**src/rtl/lane7_serializer.sv**
```systemverilog
module lane7_serializer #(
  parameter int LANES      = 3,
  parameter int SLOTS      = 7,
  parameter int CLK_HI     = 4,
  parameter int LOCK_WORDS = 1024
) (
  input  logic                     bit_clk,
  input  logic                     rst_n,
  input  logic                     word_clk,
  input  logic                     pwr_n,
  input  logic [LANES*SLOTS-1:0]   din,
  output logic [LANES-1:0]         lane_o,
  output logic                     fclk_o,
  output logic                     oe_o
);
  localparam int W  = LANES * SLOTS;
  localparam int SW = (SLOTS > 1) ? $clog2(SLOTS) : 1;
  localparam int LW = $clog2(LOCK_WORDS + 1);
  localparam logic [SW-1:0] LAST = SW'(SLOTS - 1);

  logic          wclk_q;
  logic [W-1:0]  hold_q;
  logic [W-1:0]  shreg_q;
  logic [SW-1:0] slot_q;
  logic [LW-1:0] lock_q;
  logic [LANES-1:0] lane_bit;
  logic rise, locked;

  assign rise   = word_clk & ~wclk_q;
  assign locked = (lock_q == LW'(LOCK_WORDS));
  assign oe_o   = locked & pwr_n;
  assign fclk_o = oe_o & (slot_q < SW'(CLK_HI));
  assign lane_o = oe_o ? lane_bit : '0;

  always_ff @(posedge bit_clk) begin
    if (!rst_n) begin
      wclk_q <= 1'b0;
      hold_q <= '0;
      slot_q <= LAST;
    end else begin
      wclk_q <= word_clk;
      if (rise) begin
        hold_q <= din;
        slot_q <= '0;
      end else if (slot_q != LAST) begin
        slot_q <= slot_q + 1'b1;
      end
    end
  end

  always_ff @(posedge bit_clk) begin
    if (!rst_n)
      lock_q <= '0;
    else if (!pwr_n)
      lock_q <= '0;
    else if (rise && !locked)
      lock_q <= lock_q + 1'b1;
  end

  for (genvar g = 0; g < LANES; g++) begin : g_lane
    always_ff @(posedge bit_clk) begin
      if (!rst_n)
        shreg_q[g*SLOTS +: SLOTS] <= '0;
      else if (rise)
        shreg_q[g*SLOTS +: SLOTS] <= hold_q[g*SLOTS +: SLOTS];
      else
        shreg_q[g*SLOTS +: SLOTS] <= {1'b0, shreg_q[g*SLOTS+1 +: SLOTS-1]};
    end
    assign lane_bit[g] = shreg_q[g*SLOTS];
  end
endmodule


```
**config.mk**
```make
export PLATFORM = sky130hd
export DESIGN_NAME = lane7_serializer
export DESIGN_NICKNAME = d
export VERILOG_FILES = /design/src/rtl/lane7_serializer.sv
export SDC_FILE = /design/constraint.sdc
export NUM_CORES = 1
export LEC_CHECK = 0
export ABC_CLOCK_PERIOD_IN_PS = 1470
export CORE_UTILIZATION = 40
export DETAILED_ROUTE_END_ITERATION = 10
export DONT_BUFFER_PORTS = 1
export GPL_ROUTABILITY_DRIVEN = 1
export PLACE_DENSITY_LB_ADDON = 0.1
export SLEW_MARGIN = 40
export SYNTH_ARGS = -nofsm -noshare
export SYNTH_HDL_FRONTEND = slang
export SYNTH_SLANG_ARGS = --single-unit
```
**constraint.sdc**
```tcl
create_clock -name bit_clk -period 1.47 [get_ports bit_clk]
set_input_delay 0.147 -clock bit_clk [delete_from_list [all_inputs] [get_ports bit_clk]]
set_output_delay 0.147 -clock bit_clk [all_outputs]
set_load 0.01 [all_outputs]
```
== After elaboration in Yosys (flattened, before gate mapping) ==
Index checks and enable logic that the tools add are counted.
Storage, ports and cells
  bits in registers: 57
  input bits: 25
  output and inout bits: 5
  logic and storage cells: 33
Cells by class
  add/sub/neg operators: 2
  $lt $le $gt $ge: 1
  equal/unequal tests: 2
  mux-type cells: 6
  bitwise operators: 5
  reduce and logical (&&, ||, !) cells: 6
Operators by type and width (count)
  6-bit two-way mux: 3
  11-bit by 1-bit adder with 11-bit output, second input constant: 1
  11-bit equality test, second input constant: 1
  3-bit two-way mux: 3
  2-bit AND reduction: 2
  3-bit by 1-bit adder with 3-bit output, second input constant: 1
  1-bit bitwise AND: 3
  3-bit < comparator, second input constant: 1
  3-bit != test, second input constant: 1
  1-bit inverter: 2
  2-bit nonzero test: 1
  2-bit OR reduction: 1
  1-bit logical AND: 1
  1-bit logical NOT: 1

== Longest topological paths before layout ==
  depth in word-level cells: 3
  gate-level depth with buffers: 6
  depth with buffers taken out: 5

== Least setup slack after synthesis ==
OpenSTA, ideal clock, no wires.
  path type: flip-flop to output port
  from: register lock_q[2]
  to: output fclk_o
  arrival: 1.222 ns
  data required time: 1.323 ns
  path slack: 0.101 ns
  cell stages (with the launch flop): 4
  path buffers: 0
  cell sequence: dfxtp_1 > nor4b_2 > and3_4 > and3b_1
Between the ends
  longest elaborated chain between the ends: 3
RTL lines
  start, declared: line 25  | logic [LW-1:0] lock_q;
  start signal, assigned: line 57  | lock_q <= lock_q + 1'b1;
  11-bit equality test: line 30  | assign locked = (lock_q == LW'(LOCK_WORDS));
  1-bit bitwise AND: line 31  | assign oe_o = locked & pwr_n;
  1-bit bitwise AND: line 32  | assign fclk_o = oe_o & (slot_q < SW'(CLK_HI));
  end, declared: line 13  | output logic fclk_o,
Every way passes these cells.

== Final worst setup path ==
  from: register lock_q[8]
  to: output fclk_o
The elaborated chain is that of the path after synthesis.

==> key figures <==
Run status
  – Run status: complete, but fails checks
  – Violated checks: setup timing

CTS
  – CTS Buffer Depth: 2
  – Clk pin slew, worst setup/hold paths: 60 ps
  – H-tree Lvls: 3
  – CTS tree: yes
  – Clk_lat worst skew: roughly 330 ps
  – Inserted Clock Buffers: 9
  – CTS Sinks: 57
  – Clk root buf: clkbuf_8

Synth
  – Syn Nets: 295
  – Synth Area in Compound Gates: 16.2%
  – Synth Area in XOR/XNOR: less than 1%
  – Mux cell area share after synthesis: less than 1%
  – Post-Synth Simple-Gate Area: roughly a quarter
  – Main combinational cell family by area after synthesis: simple AND/OR/NAND/NOR gates
  – Adder-cell area share of the yosys netlist: 1.12%
  – Mapped Cells: 268
  – Synth Warn #: 0
  – Cell area after synthesis: 2240 um^2
  – Syn avg cell area: about 8.3 um^2
  – Sequential share of the synthesized area: 51.0%
  – #FFs+latches synth: 57
  – Yosys cell types: 36

Placed design
  – Routability cong.: 0.736
  – Input/output buffers: 0
  – Dpl ws: 39.5 ps
  – HPWL Detailed: 2.94 mm

Power and ir drop
  – Seq pwr share: 46.0%
  – Combinational Power Share: 7.0%
  – Worst VDD drop: 776 uV
  – PwrDens: 1220 nW/um^2
  – Cell internal pwr: 0.00276 W
  – Clock share of power: 46.9%
  – Sw Share: 22.0%
  – Leak pwr: 1.07 nW
  – NetSw: roughly 0.00078 W

Final layout
  – Nets: 328
  – Antenna cells: 0
  – Area grow syn2layout: 30.0%
  – Commonest non-fill, non-tap cell in the layout: nand2_1
  – Most frequent cells in the layout: 84 x nand2_1, 49 x dfxtp_1, 43 x a21oi_1
  – Ratio of cells with drive above 1 in the final layout: 18.3%

Job
  – # Max-Cap Violations: 0

Global routing
  – Largest net degree at the start of global routing: 37
  – Initial antenna violation count: 0
  – Gr usage total: 18.2%
  – Vias in the first global route: 1761
  – First-pass GRT wire length: 8.31 mm
  – Grt ovf: 0

STA
  – Unrepaired setup endpoints after global routing: true
  – Setup violators final: 5
  – Worst clock skew: 4.24 ps
  – Setup TNS: -688 ps
  – Final Hold Fails: 0
  – Final Slew Violations: 0
  – Final Cycle Share: 110%
  – Fin Hold WS: 81.4 ps
  – Worst slew pin tran: 433 ps
  – Worst Setup Slack, final: -152 ps
  – Slew HR: 71.1%
  – Min Tclk post-route: 1620 ps
  – Fmax: 617 MHz

Route
  – Total number of vias: roughly 1900
  – Number of remaining DRC errors: 0
  – Number of routed nets with antenna violations: 0
  – TritonRoute pass-1 iters: 4
  – Iteration-0 DRC Markers: 115
  – Post-DR vias/cell: just over 5
  – Drt wl/cell: 13.0 um
  – Final WL: 4.89 mm

Critical path
  – Worst Path Arrival: 1470 ps
  – CP Class: reg -> out
  – Startpoint types: flop
  – Slowest-stage cell, CP: dfxtp_2
  – Worst Setup End Kind: output pin
  – Worst EP required: about 1300 ps
  – CP Max Fanout: 6
  – CP max stage delay: approximately 320 ps
  – Critical Path, Cell by Cell: nor4_2, buf_4, and3_4, and3b_2

Floorplanning
  – IO Pins: 30
  – Die area: around 6000 um^2
  – Placeable Area: 5240 um^2
  – Chip Height: 76.8 um
  – Die Width: approximately 77 um
  – Starting Density: around 43%
  – # rows: 26

Hold path
  – Hold crit path type: in -> reg
## cells by family after synthesis
kind of cell,Yosys count
adders and majority gates,2
xor gates and xnor gates,2
AOI/OAI and AO/OA,62
muxes,1
and+or+nand+nor,120
DFF,57
buffers and inverters,24
## sequential cells by signal, indices dropped and copies added, names as in the netlist
signal,flops
lane_bit,3
slot_q,3
lock_q,11
shreg_q,18
hold_q,21
wclk_q,1
## critical path: cells and delay by family, from the launching register on
family	cells	cell delay, ps
and+or+nand+nor	3	670
buffers and inverters	1	150
DFF	1	320
## final cells by class
type | count | area [um^2]
inverters | 7 | 26.3
fillers | 516 | 2330
multi-input cells | 187 | 1040
flip-flops and latches | 57 | 1150
well taps | 70 | 87.6
clock buffers | 11 | 151
repair buffers | 39 | 375
clock inverters | 5 | 77.6
## cell usage after synthesis
cell        n  area (um^2)
o41ai_1     3         26.3
buf_6       1         11.3
nand4_2     1         12.5
nand4b_1    2         17.5
buf_2       7         35.0
a311o_2     2         22.5
nand4_1     1         6.26
nor4b_2     1         15.0
and2_2      1         7.51
o211ai_1    3         22.5
a2111oi_0   1         8.76
clkbuf_2    1         5.00
and3_4      1         11.3
and3_2      3         22.5
and3b_1     1         8.76
inv_1       7         26.3
dfxtp_1    57         1140
mux2i_1     1         10.0
or3_1       2         12.5
clkbuf_1    8         30.0
o311ai_0    3         26.3
nor2b_1     2         12.5
nand2b_1    4         25.0
nor4_2      1         12.5
o31ai_1     2         15.0
xor2_1      1         8.76
o21ai_0     5         25.0
nand2_1    84          315
nand3_1     7         35.0
xnor2_1     1         8.76
nor4_1      1         6.26
or4_1       3         22.5
a21oi_1    43          215
and2_1      2         12.5
and3_1      3         18.8
ha_1        2         25.0
## power groups by stage
stage	clock (W)	sequential, W	combinational (W)
finish	0.00166	0.00163	0.000248
global route	0.00175	0.00164	0.000280
CTS	0.00170	0.00163	0.000250
detailed placement	0	0.00167	0.000192
global placement	0	0.00166	0.000188
floorplan	0	0.00166	0.000147
## routing by layer
metal	track usage [%]	vias up	wire length, um
met5	0	-	0
met4	11.0	0	93
met3	3.93	8	118
met2	27.9	32	2330
met1	23.3	911	2340
li1	-	979	-
## what timing repair did
action                                  CTS  global route
buffers inserted                          6             0
pin swaps                                 5             0
endpoints found under the setup margin    5            10
hold buffers                             23             0
resized for setup                        12             6
hold endpoints to repair                 27             0
## path summary, 6_finish.rpt
check | from | endpoint | slack, ps | depth (start not counted)
setup / recovery | lock_q[8] | fclk_o | -150 | 4
hold / removal | pwr_n | lock_q[5] | 80 | 2
setup reg to reg | lock_q[0] | lock_q[2] | 70 | 5
hold reg to reg | shreg_q[15] | lane_bit[2] | 440 | 2
## metrics by stage
| step | utilization, % | instances | power (W) | instance area [um^2] |
|---|---|---|---|---|
| 3_5_place_dp | 44.9 | 331 | 0.00186 | 2350 |
| 2_1_floorplan | - | 268 | 0.00181 | 2240 |
| 5_1_grt | 55.5 | 376 | 0.00367 | 2910 |
| 3_3_place_gp | 44.9 | 331 | 0.00185 | 2350 |
| 6_report | 55.5 | 376 | 0.00354 | 2910 |
| 4_1_cts | 55.0 | 376 | 0.00358 | 2880 |
Power figures use the tool's default switching activity.
